`config.mk`:
```
export PLATFORM = sky130hd
export DESIGN_NAME = upscale2x_interp
export DESIGN_NICKNAME = d
export VERILOG_FILES = /design/src/rtl/upscale2x_pkg.sv /design/src/rtl/upscale2x_col_bank.sv /design/src/rtl/upscale2x_sums.sv /design/src/rtl/upscale2x_pick.sv /design/src/rtl/upscale2x_interp.sv
export SDC_FILE = /design/constraint.sdc
export NUM_CORES = 1
export LEC_CHECK = 0
export ABC_AREA = 1
export BUFFER_PORTS_ARGS = -buffer_cell sky130_fd_sc_hd__buf_2
export CORE_ASPECT_RATIO = 1.4
export CORE_MARGIN = 2
export CORE_UTILIZATION = 25
export CTS_CLUSTER_SIZE = 20
export DETAILED_ROUTE_END_ITERATION = 10
export SLEW_MARGIN = 0
export SYNTH_ARGS = -nofsm -noshare
export SYNTH_HDL_FRONTEND = slang
export SYNTH_SLANG_ARGS = --single-unit
export TNS_END_PERCENT = 20
```
`constraint.sdc`:
```
create_clock -name clk_i -period 3.4 [get_ports clk_i]
set_input_delay 0.17 -clock clk_i [delete_from_list [all_inputs] [get_ports clk_i]]
set_output_delay 0.17 -clock clk_i [all_outputs]
set_load 0.01 [all_outputs]
```
`src/rtl/upscale2x_pkg.sv`:
```
package upscale2x_pkg;
  // bit 0 requests the horizontal neighbour, bit 1 the vertical one
  typedef enum logic [1:0] {
    IMODE_COPY = 2'b00,
    IMODE_HORZ = 2'b01,
    IMODE_VERT = 2'b10,
    IMODE_CENT = 2'b11
  } imode_e;
endpackage

```
`src/rtl/upscale2x_col_bank.sv`:
```
module upscale2x_col_bank #(
  parameter int PIX_W = 18,
  parameter int LANES = 2
) (
  input  logic                        clk_i,
  input  logic                        rst_ni,
  input  logic                        load_i,
  input  logic [LANES-1:0][PIX_W-1:0] cur_i,
  output logic [LANES-1:0][PIX_W-1:0] prev_o
);
  for (genvar g = 0; g < LANES; g++) begin : g_lane
    always_ff @(posedge clk_i or negedge rst_ni) begin
      if (!rst_ni)     prev_o[g] <= '0;
      else if (load_i) prev_o[g] <= cur_i[g];
    end
  end

  assert_bank_load_R9: assert property (@(posedge clk_i) disable iff (!rst_ni)
    load_i |=> prev_o == $past(cur_i));
  assert_bank_hold_R9: assert property (@(posedge clk_i) disable iff (!rst_ni)
    !load_i |=> $stable(prev_o));
endmodule

```
`src/rtl/upscale2x_sums.sv`:
```
module upscale2x_sums #(
  parameter int PIX_W = 18
) (
  input  logic [PIX_W-1:0] prev_top_i,
  input  logic [PIX_W-1:0] prev_bot_i,
  input  logic [PIX_W-1:0] cur_top_i,
  input  logic [PIX_W-1:0] cur_bot_i,
  output logic [PIX_W:0]   h_sum_o,
  output logic [PIX_W:0]   v_sum_o,
  output logic [PIX_W+1:0] q_sum_o
);
  localparam int PW = PIX_W + 1;
  localparam int QW = PIX_W + 2;

  logic [PW-1:0] b_sum;

  // quad reuses the upper and lower horizontal pairs
  always_comb begin
    h_sum_o = PW'(prev_top_i) + PW'(cur_top_i);
    b_sum   = PW'(prev_bot_i) + PW'(cur_bot_i);
    v_sum_o = PW'(cur_top_i)  + PW'(cur_bot_i);
    q_sum_o = QW'(h_sum_o)    + QW'(b_sum);
  end

  always_comb begin
    assert_quad_wide_R5: assert (q_sum_o >= QW'(h_sum_o) && q_sum_o >= QW'(b_sum));
  end
endmodule

```
`src/rtl/upscale2x_pick.sv`:
```
module upscale2x_pick
  import upscale2x_pkg::*;
#(
  parameter int PIX_W = 18
) (
  input  imode_e           mode_i,
  input  logic             last_row_i,
  input  logic             last_col_i,
  input  logic [PIX_W-1:0] cur_top_i,
  input  logic [PIX_W:0]   h_sum_i,
  input  logic [PIX_W:0]   v_sum_i,
  input  logic [PIX_W+1:0] q_sum_i,
  output logic [PIX_W-1:0] pix_o
);
  logic use_h, use_v;

  // edge flags drop the missing neighbour (replication)
  always_comb begin
    use_h = mode_i[0] & ~last_col_i;
    use_v = mode_i[1] & ~last_row_i;
    unique case ({use_v, use_h})
      2'b01:   pix_o = h_sum_i[PIX_W:1];
      2'b10:   pix_o = v_sum_i[PIX_W:1];
      2'b11:   pix_o = q_sum_i[PIX_W+1:2];
      default: pix_o = cur_top_i;
    endcase
  end
endmodule

```
`src/rtl/upscale2x_interp.sv`:
```
module upscale2x_interp
  import upscale2x_pkg::*;
#(
  parameter int PIX_W = 18
) (
  input  logic             clk_i,
  input  logic             rst_ni,
  input  logic             valid_i,
  input  logic [1:0]       mode_i,
  input  logic             last_row_i,
  input  logic             last_col_i,
  input  logic [PIX_W-1:0] top_i,
  input  logic [PIX_W-1:0] bot_i,
  output logic             valid_o,
  output logic [PIX_W-1:0] pix_o
);
  localparam int LANES = 2;

  logic [LANES-1:0][PIX_W-1:0] cur_pair, prev_pair;
  logic [PIX_W:0]              h_sum, v_sum;
  logic [PIX_W+1:0]            q_sum;
  logic [PIX_W-1:0]            pix_d;
  imode_e                      mode;

  assign cur_pair[0] = top_i;
  assign cur_pair[1] = bot_i;
  assign mode        = imode_e'(mode_i);

  upscale2x_col_bank #(.PIX_W(PIX_W), .LANES(LANES)) u_bank (
    .clk_i  (clk_i),
    .rst_ni (rst_ni),
    .load_i (valid_i),
    .cur_i  (cur_pair),
    .prev_o (prev_pair)
  );

  upscale2x_sums #(.PIX_W(PIX_W)) u_sums (
    .prev_top_i (prev_pair[0]),
    .prev_bot_i (prev_pair[1]),
    .cur_top_i  (top_i),
    .cur_bot_i  (bot_i),
    .h_sum_o    (h_sum),
    .v_sum_o    (v_sum),
    .q_sum_o    (q_sum)
  );

  upscale2x_pick #(.PIX_W(PIX_W)) u_pick (
    .mode_i     (mode),
    .last_row_i (last_row_i),
    .last_col_i (last_col_i),
    .cur_top_i  (top_i),
    .h_sum_i    (h_sum),
    .v_sum_i    (v_sum),
    .q_sum_i    (q_sum),
    .pix_o      (pix_d)
  );

  always_ff @(posedge clk_i or negedge rst_ni) begin
    if (!rst_ni) begin
      valid_o <= 1'b0;
      pix_o   <= '0;
    end else begin
      valid_o <= valid_i;
      if (valid_i) pix_o <= pix_d;
    end
  end

  assert_valid_rise_R8: assert property (@(posedge clk_i) disable iff (!rst_ni)
    valid_i |=> valid_o);
  assert_valid_low_R8: assert property (@(posedge clk_i) disable iff (!rst_ni)
    !valid_i |=> !valid_o);
  assert_idle_hold_R9: assert property (@(posedge clk_i) disable iff (!rst_ni)
    !valid_i |=> $stable(pix_o));
  assert_copy_pass_R2: assert property (@(posedge clk_i) disable iff (!rst_ni)
    (valid_i && mode == IMODE_COPY) |=> pix_o == $past(top_i));
  assert_corner_pass_R7: assert property (@(posedge clk_i) disable iff (!rst_ni)
    (valid_i && last_row_i && last_col_i) |=> pix_o == $past(top_i));
endmodule

```
==> results of run 1 <==
-- path summary, 6_finish.rpt --
| kind | cells after the start | endpoint | slack (ns) | startpoint |
|---|---|---|---|---|
| setup / recovery | 22 | pix_o[12] | -0.23 | u_bank.prev_o[0] |
| hold reg to reg | 2 | u_bank.prev_o[15] | 0.48 | u_bank.prev_o[15] |
| min in group asynchronous | 2 | pix_o[0] | 0.49 | rst_ni |
| setup reg to reg | 22 | pix_o[12] | -0.23 | u_bank.prev_o[0] |
| max in group asynchronous | 3 | u_bank.prev_o[34] | 2.05 | rst_ni |
| hold / removal | 3 | u_bank.prev_o[18] | 0.10 | bot_i[0] |
-- power groups by stage --
| stage | combinational, mW | sequential [mW] | clock [mW] |
|---|---|---|---|
| after floorplan | 1.37 | 0.796 | 0 |
| after global routing | 3.30 | 0.791 | 0.675 |
| final | 3.00 | 0.783 | 0.647 |
| after detailed placement | 2.42 | 0.792 | 0 |
| after CTS | 2.77 | 0.779 | 0.662 |
| after global placement | 2.40 | 0.791 | 0 |
-- layer usage --
metal,vias up,part of all wire
li1,3258,-
met1,3037,0.40
met2,111,0.54
met3,43,0.023
met4,0,0.042
met5,-,0
-- synth_stat cells, types with 2 or more instances --
cell,number,area share
sky130_fd_sc_hd__nand2_1,358,0.23
sky130_fd_sc_hd__inv_1,88,0.056
sky130_fd_sc_hd__nor2_1,63,0.040
sky130_fd_sc_hd__nand3_1,60,0.051
sky130_fd_sc_hd__a21oi_1,55,0.047
sky130_fd_sc_hd__dfrtp_1,55,0.23
sky130_fd_sc_hd__ha_1,53,0.11
sky130_fd_sc_hd__o21ai_0,29,0.025
sky130_fd_sc_hd__fa_1,20,0.068
sky130_fd_sc_hd__nand4_1,16,0.017
sky130_fd_sc_hd__nand3b_1,13,0.017
sky130_fd_sc_hd__clkbuf_1,11,0.0070
sky130_fd_sc_hd__and2_1,10,0.011
sky130_fd_sc_hd__nor3_1,9,0.0076
sky130_fd_sc_hd__o21ai_1,7,0.0059
sky130_fd_sc_hd__xor2_1,6,0.0089
sky130_fd_sc_hd__o21bai_1,5,0.0063
sky130_fd_sc_hd__buf_2,4,0.0034
sky130_fd_sc_hd__inv_2,4,0.0025
sky130_fd_sc_hd__nand3_2,4,0.0068
sky130_fd_sc_hd__xnor2_1,4,0.0059
sky130_fd_sc_hd__nor2_2,3,0.0032
sky130_fd_sc_hd__nor2_4,3,0.0057
sky130_fd_sc_hd__o21a_1,3,0.0038
sky130_fd_sc_hd__o21ai_2,3,0.0044
sky130_fd_sc_hd__or2_1,3,0.0032
sky130_fd_sc_hd__or2_2,3,0.0032
sky130_fd_sc_hd__a21o_1,2,0.0025
sky130_fd_sc_hd__a221oi_1,2,0.0030
sky130_fd_sc_hd__nand2_2,2,0.0021
-- worst max-delay path: cells and delay by family (launching register included) --
| kind | cells | cell delay, ns |
|---|---|---|
| simple gates | 16 | 1.55 |
| compound gates | 1 | 0.14 |
| fa+ha+maj | 4 | 1.32 |
| buf+inv | 1 | 0.11 |
| flops | 1 | 0.41 |
-- logic make-up after synthesis --
family | count (synthesis) | synth area share
AO/OA/AOI/OAI | 111 | 0.104
XOR/XNOR | 11 | 0.0176
adder cells (fa/ha/maj) | 73 | 0.180
buffers and inverters | 107 | 0.0688
flip-flops | 55 | 0.233
AND/OR/NAND/NOR | 550 | 0.397
-- sequential cells by signal (all words and copies together) (netlist names) --
register,flops
valid_o,1
pix_o,18
u_bank.prev_o,36
-- area by class of cell --
cell class	instances	share of cell area
clock inverter	2	0.00431
clock buffer	6	0.0171
tap	306	0.0471
multi-input combinational	745	0.581
sequential	55	0.169
timing repair buffer	169	0.138
inverter	92	0.0425
-- per-stage QoR --
step,instances,util
2_1_floorplan,907,-
3_3_place_gp,1361,0.315
3_5_place_dp,1361,0.315
4_1_cts,1374,0.338
5_1_grt,1375,0.350
6_report,1375,0.350
-- timing repair --
action,4_1_cts,5_1_grt
pin swaps,28,28
hold buffers,1,0
hold endpoints to repair,32,0
gates resized for setup,59,48
setup endpoints to repair,16,16
buffers inserted,5,1
==> results_tabular.tex, run 1 <==
\begin{tabular}{lr}
\hline
Metric & Value \\
\hline
\multicolumn{2}{l}{\textbf{Place}} \\
\quad Number of buffers inserted by port buffering & between 60 and 70 \\
\quad Post-Place Cell Area & around 7300 um\^{}2 \\
\quad Post-DP HPWL & around 17 mm \\
\quad Placer's final routability congestion estimate & $\sim$0.9 \\
\quad Placement Setup Slack & -0.494 ns \\
\multicolumn{2}{l}{\textbf{Synth}} \\
\quad Post-synthesis average cell area & between 6 and 7 um\^{}2 \\
\quad Yosys synthesis warning count & 0 \\
\quad Asr flop ratio synth & 1.00 \\
\quad Post-synth EDFFs & 0 \\
\quad Share of synthesized area occupied by flip-flops and latches & 0.233 \\
\quad Synthesized Nets & 1,023 \\
\quad Count of different cell masters after synthesis & 39 \\
\quad Main flop type after synthesis & sky130\_fd\_sc\_hd\_\_dfrtp\_1 \\
\quad FF+latch count, synth & 55 \\
\quad Summed instance area of the synthesized netlist & 5910 um\^{}2 \\
\quad Post-Syn Instances & 907 \\
\multicolumn{2}{l}{\textbf{Global routing}} \\
\quad Wire length of the first global-routing pass & approximately 34 mm \\
\quad Antenna violations before repair & 0 \\
\quad Met3 Track Usage GR & 0.0128 \\
\quad Via count of the first global-routing pass & $\sim$6,600 \\
\quad Global Route Usage Sum & 0.175 \\
\quad Met1 Resource Use GR & 0.190 \\
\quad GRT busiest layer & met2 \\
\quad Largest net degree at the start of global routing & between 50 and 60 \\
\quad Remaining global-route overflow & 0 \\
\quad Global-route met2 utilization & 0.342 \\
\multicolumn{2}{l}{\textbf{Final layout}} \\
\quad Reg area & 1380 um\^{}2 \\
\quad Top library cells by usage in the layout, fill and taps aside & 341 x sky130\_fd\_sc\_hd\_\_nand2\_1, 105 x sky130\_fd\_sc\_hd\_\_buf\_4, 88 x sky130\_fd\_sc\_hd\_\_inv\_1 \\
\quad Leading cell type in the layout, fill and taps excluded & sky130\_fd\_sc\_hd\_\_nand2\_1 \\
\quad Layout cells sized above 1 & 0.267 \\
\quad Number of inserted diodes & 0 \\
\quad Number of nets in the final layout & $\sim$1,200 \\
\quad Layout overhead on the synthesized area & 37.5\% \\
\quad Fill cell instance count of the final layout & $\sim$2,500 \\
\quad Finished layout cell area & 8130 um\^{}2 \\
\quad Combined area of the multi-input logic cells & about 4700 um\^{}2 \\
\multicolumn{2}{l}{\textbf{Timing}} \\
\quad Count of endpoints failing hold in the final timing report & 0 \\
\quad Final-report max-slew violation count & 0 \\
\quad Final setup violation count & 12 \\
\quad Peak clock frequency supported by timing & about 280 MHz \\
\quad Worst Skew & 0.0120 ns \\
\quad Headroom to the max-slew limit & 0.301 \\
\quad Smallest setup slack after layout & -0.235 ns \\
\quad Clock period minus worst slack & around 3.6 ns \\
\quad Ratio of final minimum period to clock period & 1.07 \\
\quad Sum of negative setup slack & -1.62 ns \\
\quad Slew at the pin closest to its max-slew limit & 1.05 ns \\
\quad Setup repair after global routing missed its margin & true \\
\quad Post-Route Hold Slack & 0.100 ns \\
\multicolumn{2}{l}{\textbf{Power and ir drop}} \\
\quad Sw frac & 0.437 \\
\quad Total power & about 4.4 mW \\
\quad Clk network pwr share & 0.146 \\
\quad Peak ir drop on the vdd network & roughly 0.21 mV \\
\quad Combinational power share & 0.677 \\
\quad Power density normalized to cell area & 545 nW/um\^{}2 \\
\quad Static power due to leakage & approximately 4.1 nW \\
\quad Internal Dissipation & roughly 2.5 mW \\
\quad Sequential power share & 0.177 \\
\quad Net switching component of the power & just under 2 mW \\
\multicolumn{2}{l}{\textbf{Floorplanning}} \\
\quad I/O pin total & 62 \\
\quad Die boundary height & approximately 190 um \\
\quad Starting density of the core & 0.255 \\
\quad Floorplan Core Area & approximately 23,000 um\^{}2 \\
\quad Full die area & approximately 25,000 um\^{}2 \\
\quad X dimension of the die & approximately 130 um \\
\quad Placement row count & 66 \\
\multicolumn{2}{l}{\textbf{Detailed routing}} \\
\quad Count of nets left with antenna violations after detail routing & 0 \\
\quad Wirelength, routed & between 20 and 25 mm \\
\quad Routed wirelength normalized by instance count & about 16 um \\
\quad Via density & 4.69 \\
\quad Number of iterations in the first detailed-routing pass & 4 \\
\quad Detailed router's first-iteration violation count & 245 \\
\quad Post-detailed-route DRC marker count & 0 \\
\quad Via Count & about 6,400 \\
\multicolumn{2}{l}{\textbf{Setup path}} \\
\quad Worst path most repeated cell & sky130\_fd\_sc\_hd\_\_nand2\_1 \\
\quad Arrival @ worst endpoint & 3.85 ns \\
\quad Crit Path Category & reg -> reg \\
\quad Critical path launch point type & flop \\
\quad Required time of the critical path & 3.61 ns \\
\quad Slowest CP cell & sky130\_fd\_sc\_hd\_\_fa\_1 \\
\quad Ordered list of cells on the worst path & ha\_4, fa\_2, nand2\_2, nand3\_4, nand3\_2, nand2\_4, a21oi\_4, nand2\_1, and2\_4, fa\_1, ha\_4, buf\_6, nand2\_4, nor2\_4, nand2\_1, nand3b\_1, nand2\_1, nand2\_1, nand3\_2, nand4\_1, nand2\_1, nand2\_1 \\
\quad Nature of the critical path endpoint & flop \\
\quad Crit path max fanout & 3 \\
\quad Maximum cell stage delay along the critical path & 0.48 ns \\
\multicolumn{2}{l}{\textbf{Clocking}} \\
\quad Clock latency reported for the late side of the worst-skew pair & $\sim$0.32 ns \\
\quad Total CTS buffers & 5 \\
\quad CTS max path bufs & 2 \\
\quad Root Driver & sky130\_fd\_sc\_hd\_\_clkbuf\_16 \\
\quad Clock sink count & 55 \\
\quad Clock tree from TritonCTS & built \\
\quad Clock-pin slew on the worst setup and hold paths & $\sim$0.08 ns \\
\quad Number of levels the H-tree was split into & 2 \\
\multicolumn{2}{l}{\textbf{Hold path}} \\
\quad Worst hold path class & in -> reg \\
\multicolumn{2}{l}{\textbf{Outcome}} \\
\quad Status & finished with violations \\
\quad Violations in the final reports & setup timing \\
\multicolumn{2}{l}{\textbf{Run}} \\
\quad Max-cap violations & 0 \\
\hline
\end{tabular}
(Power assumes the default switching activity.)
==> run 2, diff against run 1 <==
--- a/config.mk
+++ b/config.mk
@@ -6,7 +6,7 @@
 export NUM_CORES = 1
 export LEC_CHECK = 0
 export ABC_AREA = 1
-export BUFFER_PORTS_ARGS = -buffer_cell sky130_fd_sc_hd__buf_2
+export BUFFER_PORTS_ARGS = -buffer_cell sky130_fd_sc_hd__clkbuf_2
 export CORE_ASPECT_RATIO = 1.4
 export CORE_MARGIN = 2
 export CORE_UTILIZATION = 25
==> run 2 against run 1 <==
The run still ends with setup timing left. Combinational power barely moved. Design area fell by 1.2%. Clock skew fell by 0.0033 ns. Largest cell class unchanged. Power fell by 3.2%. Non-clock buffer count fell by 3.
==> results_tabular.tex, run 2 (synthesized netlist as in run 1, its figures left out) <==
\begin{tabular}{lr}
\hline
Metric & Value \\
\hline
\multicolumn{2}{l}{\textbf{Outcome}} \\
\quad Status & finished with violations \\
\quad Violations in the final reports & setup timing \\
\multicolumn{2}{l}{\textbf{Clocking}} \\
\quad Clock latency reported for the late side of the worst-skew pair & $\sim$0.31 ns \\
\quad CTS max path bufs & 2 \\
\quad Clock-pin slew on the worst setup and hold paths & about 0.08 ns \\
\quad Total CTS buffers & 5 \\
\quad Root Driver & sky130\_fd\_sc\_hd\_\_clkbuf\_16 \\
\quad Clock tree from TritonCTS & built \\
\quad Number of levels the H-tree was split into & 2 \\
\quad Clock sink count & 55 \\
\multicolumn{2}{l}{\textbf{Power and ir drop}} \\
\quad Power density normalized to cell area & between 500 and 600 nW/um\^{}2 \\
\quad Combinational power share & 0.695 \\
\quad Net switching component of the power & $\sim$1.9 mW \\
\quad Sw frac & 0.448 \\
\quad Static power due to leakage & between 4 and 5 nW \\
\quad Sequential power share & 0.182 \\
\quad Internal Dissipation & between 2 and 2.5 mW \\
\quad Clk network pwr share & 0.123 \\
\quad Peak ir drop on the vdd network & 0.231 mV \\
\multicolumn{2}{l}{\textbf{Detailed routing}} \\
\quad Post-detailed-route DRC marker count & 0 \\
\quad Wirelength, routed & roughly 21 mm \\
\quad Detailed router's first-iteration violation count & approximately 280 \\
\quad Number of iterations in the first detailed-routing pass & 5 \\
\quad Detail Route met3 WL & 509 um \\
\quad Count of nets left with antenna violations after detail routing & 0 \\
\quad Wire length on met1 & around 8.3 mm \\
\quad Top layer used by detailed routing & met4 \\
\quad Routed wirelength normalized by instance count & 15.5 um \\
\quad Via density & between 4 and 5 \\
\quad Via Count & $\sim$6,400 \\
\quad Routed wl met2 & around 11 mm \\
\multicolumn{2}{l}{\textbf{Place}} \\
\quad Placer's final routability congestion estimate & about 1.0 \\
\quad Post-DP HPWL & about 17 mm \\
\quad Dpl cells & about 1,400 \\
\quad Number of buffers inserted by port buffering & slightly above 60 \\
\multicolumn{2}{l}{\textbf{Run}} \\
\quad Max-cap violations & 0 \\
\multicolumn{2}{l}{\textbf{Final layout}} \\
\quad Leading cell type in the layout, fill and taps excluded & sky130\_fd\_sc\_hd\_\_nand2\_1 \\
\quad Combined area of the multi-input logic cells & 4690 um\^{}2 \\
\quad Number of inserted diodes & 0 \\
\quad Reg area & about 1400 um\^{}2 \\
\quad Final non-filler cell total & 1,372 \\
\quad Fill cell instance count of the final layout & about 2,500 \\
\quad Top library cells by usage in the layout, fill and taps aside & 338 x sky130\_fd\_sc\_hd\_\_nand2\_1, 102 x sky130\_fd\_sc\_hd\_\_buf\_4, 87 x sky130\_fd\_sc\_hd\_\_inv\_1 \\
\quad Number of nets in the final layout & 1,181 \\
\quad Largest regs & u\_bank.prev\_o: 36 flops, pix\_o: 18 flops, valid\_o: 1 flops \\
\quad Layout overhead on the synthesized area & 35.9\% \\
\quad Layout cells sized above 1 & 0.268 \\
\quad Max FFs per register & 36 \\
\quad Register with the highest flop count & u\_bank.prev\_o \\
\multicolumn{2}{l}{\textbf{Global routing}} \\
\quad Via count of the first global-routing pass & between 6,000 and 7,000 \\
\quad Global Route Usage Sum & 0.172 \\
\quad Largest net degree at the start of global routing & 56 \\
\quad Remaining global-route overflow & 0 \\
\quad Antenna violations before repair & 0 \\
\quad Wire length of the first global-routing pass & between 30 and 40 mm \\
\multicolumn{2}{l}{\textbf{Setup path}} \\
\quad Crit path buf inv count & 1 \\
\quad Crit Path Category & reg -> reg \\
\quad Slowest CP cell & sky130\_fd\_sc\_hd\_\_fa\_1 \\
\quad Instance count on the critical path & 24 \\
\quad Maximum cell stage delay along the critical path & 0.45 ns \\
\quad RR Startpoint & u\_bank.prev\_o[0] \\
\quad Worst path most repeated cell & sky130\_fd\_sc\_hd\_\_nand2\_1 \\
\quad Required time of the critical path & $\sim$3.6 ns \\
\quad Crit. Startpoint & u\_bank.prev\_o[0] \\
\quad Category of cells accounting for the largest share of critical-path delay & simple AND/OR/NAND/NOR gates \\
\quad Arrival @ worst endpoint & about 3.9 ns \\
\quad Worst reg-to-reg path cell count & 24 \\
\quad Nature of the critical path endpoint & flop \\
\quad Critical path launch point type & flop \\
\quad Ordered list of cells on the worst path & ha\_2, fa\_2, nand2\_2, nand3\_4, nand2\_2, nor2\_2, o21bai\_1, buf\_4, nand2\_1, nand2\_1, and2\_4, fa\_1, ha\_4, nand2\_4, nor2\_4, nand2\_2, nor2\_2, nand2\_2, nand3\_2, nand2\_1, nand3\_2, nand4\_1, nand2\_1, nand2\_1 \\
\quad Crit path max fanout & 4 \\
\multicolumn{2}{l}{\textbf{Timing}} \\
\quad Worst Skew & between 0.008 and 0.009 ns \\
\quad Ratio of final minimum period to clock period & 1.08 \\
\quad Smallest setup slack after layout & -0.261 ns \\
\quad Post-Route Hold Slack & between 0.1 and 0.15 ns \\
\quad Peak clock frequency supported by timing & between 200 and 300 MHz \\
\quad Slew at the pin closest to its max-slew limit & about 0.99 ns \\
\quad Final setup violation count & 13 \\
\quad Headroom to the max-slew limit & 0.341 \\
\quad Final-report max-slew violation count & 0 \\
\quad Count of endpoints failing hold in the final timing report & 0 \\
\quad Clock period minus worst slack & 3.66 ns \\
\quad Setup repair after global routing missed its margin & true \\
\multicolumn{2}{l}{\textbf{Hold path}} \\
\quad Worst hold path class & in -> reg \\
\quad Worst hold path stage count & 3 \\
\quad Start point of the worst min-delay path & bot\_i[0] \\
\multicolumn{2}{l}{\textbf{Floorplanning}} \\
\quad Floorplan Core Area & between 20,000 and 25,000 um\^{}2 \\
\quad Starting density of the core & 0.255 \\
\quad Die boundary height & approximately 190 um \\
\quad X dimension of the die & approximately 130 um \\
\quad Placement row count & 66 \\
\quad I/O pin total & between 60 and 70 \\
\quad Full die area & between 20,000 and 25,000 um\^{}2 \\
\hline
\end{tabular}
run 2: final timing paths:
kind | to | slack (ns)
worst max-delay path | pix_o[16] | -0.26
worst min register to register | u_bank.prev_o[10] | 0.48
worst min-delay path | u_bank.prev_o[18] | 0.11
worst max register to register | pix_o[16] | -0.26
min in group asynchronous | pix_o[2] | 0.51
max in group asynchronous | pix_o[15] | 1.99
run 2: power by group through the flow:
stage	logic, mW	clock network (mW)	registers [mW]
after floorplan	1.37	0	0.796
final	2.98	0.529	0.779
after global placement	2.40	0	0.788
after CTS	2.81	0.551	0.777
after global routing	3.29	0.569	0.788
after detailed placement	2.41	0	0.790
run 2: per-stage QoR:
stage | util | setup WS, ns | cell area (um^2) | setup TNS (ns) | power, mW
2_1_floorplan | - | 0.0148 | 5910 | 0 | 2.17
5_1_grt | 0.346 | -0.441 | 8030 | -4.97 | 4.64
4_1_cts | 0.335 | -0.300 | 7780 | -2.64 | 4.14
3_5_place_dp | 0.313 | -0.659 | 7270 | -5.57 | 3.20
6_report | 0.346 | -0.261 | 8030 | -2.27 | 4.29
3_3_place_gp | 0.313 | -0.648 | 7270 | -5.09 | 3.19
run 2: worst reg2reg max path: cells and delay by family (launching register included):
kind / cells / cell delay (ns)
compound gates: 1 / 0.18
fa+ha+maj: 4 / 1.33
buf+inv: 1 / 0.16
flops: 1 / 0.38
simple gates: 18 / 1.53
run 2: cell type report:
type / instances / share of cell area
clock buffers: 7 / 0.0165
clock inverters: 1 / 0.000623
inverters: 92 / 0.0430
multi-input cells: 745 / 0.583
flip-flops and latches: 55 / 0.171
well taps: 306 / 0.0477
repair buffers: 166 / 0.137
run 2: repair_timing:
item	in CTS	in global routing
resized for setup	70	43
pin swaps	38	26
setup endpoints to repair	16	16
buffers inserted	2	5
endpoints found under the hold margin	29	0
hold buffers	1	0
run 2: per-layer routing:
metal	vias to the layer above	track usage
met1	3013	0.185
li1	3247	-
met5	-	0
met2	116	0.335
met3	44	0.0125
met4	0	0.0838
